<file path="src/rtl/mbist_pkg.sv">
package mbist_pkg;

    typedef enum logic [1:0] {
        ST_IDLE  = 2'd0,
        ST_RUN   = 2'd1,
        ST_DRAIN = 2'd2
    } mb_state_e;

    typedef struct packed {
        logic rd;   // 1: read-and-compare, 0: write
        logic val;  // logical data value (0: background, 1: complement)
    } mb_op_t;

    // number of march elements in the selected program
    function automatic logic [2:0] prog_elems(input logic alg);
        return alg ? 3'd6 : 3'd3;
    endfunction

    // address direction of an element: 1 = descending
    function automatic logic elem_is_down(input logic alg, input logic [2:0] e);
        if (alg) return (e == 3'd3) || (e == 3'd4);
        return e == 3'd2;
    endfunction

    // operations per address in an element
    function automatic logic [1:0] elem_ops(input logic alg, input logic [2:0] e);
        if (alg) return ((e == 3'd0) || (e == 3'd5)) ? 2'd1 : 2'd2;
        case (e)
            3'd0:    return 2'd1;
            3'd1:    return 2'd2;
            default: return 2'd3;
        endcase
    endfunction

    function automatic mb_op_t elem_op(input logic alg, input logic [2:0] e,
                                       input logic [1:0] o);
        mb_op_t r;
        r.rd  = 1'b0;
        r.val = 1'b0;
        if (!alg) begin
            case (e)
                3'd1: begin r.rd = (o == 2'd0); r.val = (o != 2'd0); end
                3'd2: begin r.rd = (o != 2'd1); r.val = (o == 2'd0); end
                default: ;
            endcase
        end else begin
            case (e)
                3'd1, 3'd3: begin r.rd = (o == 2'd0); r.val = (o != 2'd0); end
                3'd2, 3'd4: begin r.rd = (o == 2'd0); r.val = (o == 2'd0); end
                3'd5:       begin r.rd = 1'b1; end
                default: ;
            endcase
        end
        return r;
    endfunction

endpackage

</file>
<file path="src/rtl/mbist_addr.sv">
module mbist_addr #(
    parameter int AW = 4
) (
    input  logic          clk,
    input  logic          rst_n,
    input  logic          load,
    input  logic          load_down,
    input  logic          step,
    input  logic          cur_down,
    output logic [AW-1:0] addr,
    output logic          at_end
);
    localparam logic [AW-1:0] TOP = '1;

    always_ff @(posedge clk or negedge rst_n) begin
        if (!rst_n)     addr <= '0;
        else if (load)  addr <= load_down ? TOP : '0;
        else if (step)  addr <= cur_down ? addr - 1'b1 : addr + 1'b1;
    end

    assign at_end = cur_down ? (addr == '0) : (addr == TOP);

    // stepping is only requested before the last address of an element
    p_no_wrap_r7: assert property (@(posedge clk) disable iff (!rst_n)
        step |-> !at_end);

endmodule

</file>
<file path="src/rtl/mbist_cmp.sv">
module mbist_cmp #(
    parameter int AW  = 4,
    parameter int DW  = 8,
    parameter int BGW = 2
) (
    input  logic           clk,
    input  logic           rst_n,
    input  logic           clear,
    input  logic           chk_en,
    input  logic [DW-1:0]  chk_exp,
    input  logic [AW-1:0]  chk_addr,
    input  logic [BGW-1:0] chk_bg,
    input  logic [DW-1:0]  rdata,
    output logic           fail,
    output logic [AW-1:0]  fail_addr,
    output logic [BGW-1:0] fail_bg
);
    logic           pend_v;
    logic [DW-1:0]  pend_exp;
    logic [AW-1:0]  pend_addr;
    logic [BGW-1:0] pend_bg;
    logic           mismatch;

    // one-cycle read latency: hold the expectation until data returns
    always_ff @(posedge clk or negedge rst_n) begin
        if (!rst_n) begin
            pend_v    <= 1'b0;
            pend_exp  <= '0;
            pend_addr <= '0;
            pend_bg   <= '0;
        end else begin
            pend_v    <= chk_en;
            pend_exp  <= chk_exp;
            pend_addr <= chk_addr;
            pend_bg   <= chk_bg;
        end
    end

    assign mismatch = pend_v && (rdata != pend_exp);

    always_ff @(posedge clk or negedge rst_n) begin
        if (!rst_n) begin
            fail      <= 1'b0;
            fail_addr <= '0;
            fail_bg   <= '0;
        end else if (clear) begin
            fail      <= 1'b0;
            fail_addr <= '0;
            fail_bg   <= '0;
        end else if (mismatch && !fail) begin
            fail      <= 1'b1;
            fail_addr <= pend_addr;
            fail_bg   <= pend_bg;
        end
    end

    p_sticky_fail_r9: assert property (@(posedge clk) disable iff (!rst_n)
        (fail && !clear) |=> fail);

    p_first_fail_hold_r10: assert property (@(posedge clk) disable iff (!rst_n)
        (fail && !clear) |=> ($stable(fail_addr) && $stable(fail_bg)));

endmodule

</file>
<file path="src/rtl/mbist_ctrl.sv">
module mbist_ctrl
    import mbist_pkg::*;
#(
    parameter  int AW   = 4,
    parameter  int DW   = 8,
    localparam int LOGW = $clog2(DW),
    localparam int NBG  = LOGW + 1,
    localparam int BGW  = (NBG > 1) ? $clog2(NBG) : 1
) (
    input  logic           clk,
    input  logic           rst_n,
    input  logic           test_mode,
    input  logic           start,
    input  logic           alg_sel,
    input  logic [AW-1:0]  func_addr,
    input  logic [DW-1:0]  func_wdata,
    input  logic           func_we,
    input  logic [DW-1:0]  ram_rdata,
    output logic [AW-1:0]  ram_addr,
    output logic [DW-1:0]  ram_wdata,
    output logic           ram_we,
    output logic           busy,
    output logic           done,
    output logic           fail,
    output logic [AW-1:0]  fail_addr,
    output logic [BGW-1:0] fail_bg
);
    localparam logic [BGW-1:0] LAST_BG = BGW'(NBG - 1);

    mb_state_e      state, state_d;
    logic           alg_q;
    logic [2:0]     elem, elem_d;
    logic [1:0]     opi, opi_d;
    logic [BGW-1:0] bg, bg_d;

    logic           start_acc;
    logic           a_load, a_load_dn, a_step, cur_down, at_end;
    logic [AW-1:0]  seq_addr;
    logic [DW-1:0]  seq_wdata, bg_w;
    logic           last_op, last_elem, last_bg;
    logic           chk_en;
    mb_op_t         cur_op;

    function automatic logic [DW-1:0] bg_word(input logic [BGW-1:0] k);
        logic [DW-1:0] w;
        w = '0;
        if (k != '0)
            for (int i = 0; i < DW; i++)
                w[i] = (((i >> (LOGW - int'(k))) & 1) == 0);
        return w;
    endfunction

    assign start_acc = (state == ST_IDLE) && start && test_mode;
    assign cur_op    = elem_op(alg_q, elem, opi);
    assign cur_down  = elem_is_down(alg_q, elem);
    assign last_op   = (opi == elem_ops(alg_q, elem) - 2'd1);
    assign last_elem = (elem == prog_elems(alg_q) - 3'd1);
    assign last_bg   = (bg == LAST_BG);

    // state register
    always_ff @(posedge clk or negedge rst_n) begin
        if (!rst_n) state <= ST_IDLE;
        else        state <= state_d;
    end

    // next state and sequencing
    always_comb begin
        state_d   = state;
        elem_d    = elem;
        opi_d     = opi;
        bg_d      = bg;
        a_load    = 1'b0;
        a_load_dn = 1'b0;
        a_step    = 1'b0;
        unique case (state)
            ST_IDLE: begin
                if (start_acc) begin       // IDLE -> RUN
                    state_d = ST_RUN;
                    elem_d  = '0;
                    opi_d   = '0;
                    bg_d    = '0;
                    a_load  = 1'b1;
                end
            end
            ST_RUN: begin
                if (!last_op) begin
                    opi_d = opi + 2'd1;
                end else begin
                    opi_d = '0;
                    if (!at_end) begin
                        a_step = 1'b1;
                    end else if (!last_elem) begin
                        elem_d    = elem + 3'd1;
                        a_load    = 1'b1;
                        a_load_dn = elem_is_down(alg_q, elem + 3'd1);
                    end else if (!last_bg) begin
                        bg_d   = bg + 1'b1;
                        elem_d = '0;
                        a_load = 1'b1;
                    end else begin
                        state_d = ST_DRAIN;   // RUN -> DRAIN
                    end
                end
            end
            ST_DRAIN: state_d = ST_IDLE;      // DRAIN -> IDLE
            default:  state_d = ST_IDLE;
        endcase
    end

    always_ff @(posedge clk or negedge rst_n) begin
        if (!rst_n) begin
            alg_q <= 1'b0;
            elem  <= '0;
            opi   <= '0;
            bg    <= '0;
            done  <= 1'b0;
        end else begin
            elem <= elem_d;
            opi  <= opi_d;
            bg   <= bg_d;
            if (start_acc) begin
                alg_q <= alg_sel;
                done  <= 1'b0;
            end else if (state == ST_DRAIN) begin
                done  <= 1'b1;
            end
        end
    end

    mbist_addr #(.AW(AW)) u_addr (
        .clk       (clk),
        .rst_n     (rst_n),
        .load      (a_load),
        .load_down (a_load_dn),
        .step      (a_step),
        .cur_down  (cur_down),
        .addr      (seq_addr),
        .at_end    (at_end)
    );

    mbist_cmp #(.AW(AW), .DW(DW), .BGW(BGW)) u_cmp (
        .clk       (clk),
        .rst_n     (rst_n),
        .clear     (start_acc),
        .chk_en    (chk_en),
        .chk_exp   (seq_wdata),
        .chk_addr  (seq_addr),
        .chk_bg    (bg),
        .rdata     (ram_rdata),
        .fail      (fail),
        .fail_addr (fail_addr),
        .fail_bg   (fail_bg)
    );

    // outputs
    always_comb begin
        bg_w      = bg_word(bg);
        seq_wdata = cur_op.val ? ~bg_w : bg_w;
        chk_en    = (state == ST_RUN) && cur_op.rd;
        busy      = (state != ST_IDLE);
        if (test_mode) begin
            ram_addr  = seq_addr;
            ram_wdata = seq_wdata;
            ram_we    = (state == ST_RUN) && !cur_op.rd;
        end else begin
            ram_addr  = func_addr;
            ram_wdata = func_wdata;
            ram_we    = func_we;
        end
    end

    p_start_clears_r11: assert property (@(posedge clk) disable iff (!rst_n)
        start_acc |=> (busy && !done && !fail));

    p_drain_done_r11: assert property (@(posedge clk) disable iff (!rst_n)
        (state == ST_DRAIN) |=> (done && !busy));

    p_done_hold_r11: assert property (@(posedge clk) disable iff (!rst_n)
        (done && !start_acc) |=> done);

endmodule

</file>
<file path="config.mk">
export PLATFORM = sky130hd
export DESIGN_NAME = mbist_ctrl
export DESIGN_NICKNAME = d
export VERILOG_FILES = /design/src/rtl/mbist_pkg.sv /design/src/rtl/mbist_addr.sv /design/src/rtl/mbist_cmp.sv /design/src/rtl/mbist_ctrl.sv
export SDC_FILE = /design/constraint.sdc
export NUM_CORES = 1
export LEC_CHECK = 0
export BUFFER_PORTS_ARGS = -buffer_cell sky130_fd_sc_hd__buf_2
export CAP_MARGIN = 20
export CORE_MARGIN = 10
export CORE_UTILIZATION = 45
export DETAILED_ROUTE_END_ITERATION = 7
export GPL_TIMING_DRIVEN = 0
export PLACE_DENSITY = 0.68
export RECOVER_POWER = 100
export SLEW_MARGIN = 20
export SYNTH_ARGS = -nofsm -noshare
export SYNTH_HDL_FRONTEND = slang
export SYNTH_SLANG_ARGS = --single-unit
export TNS_END_PERCENT = 1
</file>
<file path="constraint.sdc">
create_clock -name clk -period 5.5 [get_ports clk]
set_input_delay 0.825 -clock clk [delete_from_list [all_inputs] [get_ports clk]]
set_output_delay 0.825 -clock clk [all_outputs]
set_load 0.01 [all_outputs]
</file>
==> impl_metrics.json <==
{
  "hold_viol_final": 0,
  "netlist_area_um2": 2220,
  "crit_type": "reg -> out",
  "cts_tree": "built",
  "postSynth.asyncResetShare_pct": 100,
  "grt_setup_unrepaired": "no",
  "drive_gt1_share_pct": 21.8,
  "worstSkewPairLatency_ns": 0.30,
  "synth_edf_count": 0,
  "final_cell_mix": "37 x dfrtp_1, 28 x clkbuf_1, 25 x buf_2",
  "maxSlewHeadroom_pct": -30.7,
  "cts_setup_buffers": 0,
  "cts.clk_slew.worst_paths_ns": 0.08,
  "portBuffers": 46,
  "fin_nets": 302,
  "ys_seq_elements": 37,
  "synthCells": 207,
  "status": "complete, but fails checks",
  "antenna_found_initial": 0,
  "p_leak_uw": 0.00113,
  "routed_via_density": 5.10,
  "worst_pin_slew_ns": 1.96,
  "cp_max_fo": 8,
  "synth_nets": 249,
  "clockBufferDepth": 2,
  "timing.final.ws_setup_ns": 2.00,
  "dieArea_um2": 8150,
  "max_freq_ghz": 0.285,
  "overflow": 0,
  "area_growth_pct": 16.9,
  "clock_sinks": 37,
  "cp.buffers_inverters": 2,
  "cp_cell_sequence": "ha_1, ha_1, a221oi_1, a31o_2, clkbuf_1, xnor2_1, mux2_2, clkbuf_1",
  "groute.usage.overall_pct": 12.6,
  "crit_path_max_incr_delay_ns": 0.46,
  "drv_cap": 1,
  "routed_wl_mm": 5.02,
  "core-area_um2": 4750,
  "grt_max_degree": 38,
  "end_kind": "primary output",
  "synth_cell_types": 47,
  "powerDensity_nw_per_um2": 213,
  "hold_buffers": 0,
  "ctsResizeCount": 0,
  "ioPinCount": 48,
  "yosysWarnings": 0,
  "tns_ns": 0,
  "fillers": 445,
  "place_ws_ns": 2.57,
  "cp.arrival_ns": 2.68,
  "ir_drop_mv": 0.0871,
  "first_iter_violations": 58,
  "setup_viol": 0,
  "place.detailed.hpwl_mm": 3.76,
  "hold_class": "reg -> reg",
  "crit_slowest_cell": "dfrtp_1",
  "root_buffer": "clkbuf_8",
  "synth_flop_cell": "dfrtp_1",
  "firstDrtPassIters": 4,
  "post-route-period-util_pct": 63.7,
  "drc": 0,
  "vias": 1674,
  "register_area_um2": 926,
  "seq_area_frac_synth_pct": 41.6,
  "path_delay_family": "buffers and inverters",
  "final_common_cell": "dfrtp_1",
  "rows": 25,
  "fin_cells": 328,
  "finalCriticalPeriod_ns": 3.50,
  "skew_ns": 0.00967,
  "syn_avg_cell_area_um2": 10.7,
  "worstSetupStartpointType": "flip-flop",
  "die_w_um": 90.3,
  "wl_per_cell_um": 15.3,
  "required_ns": 4.68,
  "htree_levels": 2,
  "violations": "max-capacitance violations, max-slew violations",
  "gp_congestion": 0.883,
  "drv_slew": 38,
  "fp.dieH_um": 90.3,
  "final_antenna_net_count": 0,
  "initial_core_util_pct": 46.8,
  "num_antenna_cells": 0,
  "grt_pass1_wl_mm": 8.44,
  "numCtsBuffers": 5,
  "grt_pass1_vias": 1707,
  "dp_cells": 320,
  "multi_input_area_um2": 1190
}
flip-flops by register name, summed over array words and instances (netlist names):
name             flops
u_cmp.pend_v         1
elem                 3
u_cmp.pend_exp       8
u_cmp.fail_bg        2
done                 1
opi                  2
u_addr.addr          4
alg_q                1
state                2
bg                   2
u_cmp.fail           1
u_cmp.pend_addr      4
u_cmp.pend_bg        2
u_cmp.fail_addr      4
routing by layer:
metal / vias up / track usage [%] / wire length (um)
met1: 795 / 15.1 / 2360
met4: 0 / 6.63 / 130
met2: 40 / 19.7 / 2310
met3: 9 / 3.99 / 217
li1: 830 / - / -
met5: - / 0 / 0
final cells by class:
type,count,share of cell area [%]
timing repair buffer,46,7.75
inverter,11,1.59
multi-input combinational,151,45.7
buffer,8,1.54
tap,67,3.22
sequential,37,35.6
clock inverter,2,1.44
clock buffer,6,3.18
logic make-up (layout without fill, tap and decap cells):
| group | Yosys count | after routing | synth area share (%) |
|---|---|---|---|
| AND/OR/NAND/NOR | 54 | 54 | 12.4 |
| AO/OA/AOI/OAI | 37 | 37 | 12.7 |
| flip-flops | 37 | 37 | 41.6 |
| multiplexers | 23 | 23 | 11.9 |
| XOR/XNOR | 21 | 21 | 8.27 |
| buffers and inverters | 19 | 73 | 3.71 |
| adder cells (fa/ha/maj) | 16 | 16 | 9.34 |
cell usage after synthesis (2+ instances only):
cell / number / area, um2
o21ai_0: 10 / 50.1
nor2_1: 14 / 52.6
xor2_1: 12 / 105
a21oi_1: 6 / 30.0
a211o_1: 2 / 17.5
inv_1: 11 / 41.3
clkbuf_1: 4 / 15.0
nand2_1: 13 / 48.8
a2bb2oi_1: 3 / 26.3
and3_1: 2 / 12.5
nand3_1: 6 / 30.0
a31o_2: 2 / 17.5
or3_1: 2 / 12.5
mux2i_1: 7 / 70.1
nor4_1: 3 / 18.8
buf_2: 3 / 15.0
xnor2_1: 9 / 78.8
nor2b_1: 3 / 18.8
o21ai_1: 2 / 10.0
nand2b_1: 2 / 12.5
mux2_2: 14 / 158
nand2_2: 2 / 12.5
dfrtp_1: 37 / 926
ha_1: 15 / 188
worst register-to-register path, cell delays in order, from the launching register on:
cell and delay, ns:
dfrtp_1 0.47, inv_1 0.12, ha_1 0.29, mux2i_4 0.16, xnor2_1 0.07, o311ai_0 0.97
a31oi_1 0.57, or3_1 0.49, o21ai_0 0.07
final timing paths:
check	start	endpoint	slack, ns	depth (start not counted)
worst max-delay path	elem[0]	ram_wdata[2]	2.00	8
worst min-delay path	bg[0]	u_cmp.pend_bg[0]	0.48	0
worst max register to register	elem[0]	elem[0]	2.20	8
worst min register to register	bg[0]	u_cmp.pend_bg[0]	0.48	0
max in group asynchronous	rst_n	u_cmp.pend_v	3.30	1
min in group asynchronous	rst_n	elem[1]	1.07	1
metrics by stage:
stage               hold WS (ns)  total power [uW]  utilization, %  instance area [um2]
CTS                        0.494               560            55.9                 2660
global placement           0.469               310            53.4                 2540
floorplan                  0.426               291               -                 2220
detailed placement         0.475               311            53.4                 2540
global route               0.506               575            54.7                 2600
finish                     0.481               554            54.7                 2600
report_power, final:
group          leakage, uW  switching [uW]  internal [uW]
clock network    0.0000574             103            147
registers         0.000390          0.0543            272
logic             0.000684            17.0           14.5
total              0.00113             120            434
(Power assumes the default switching activity.)
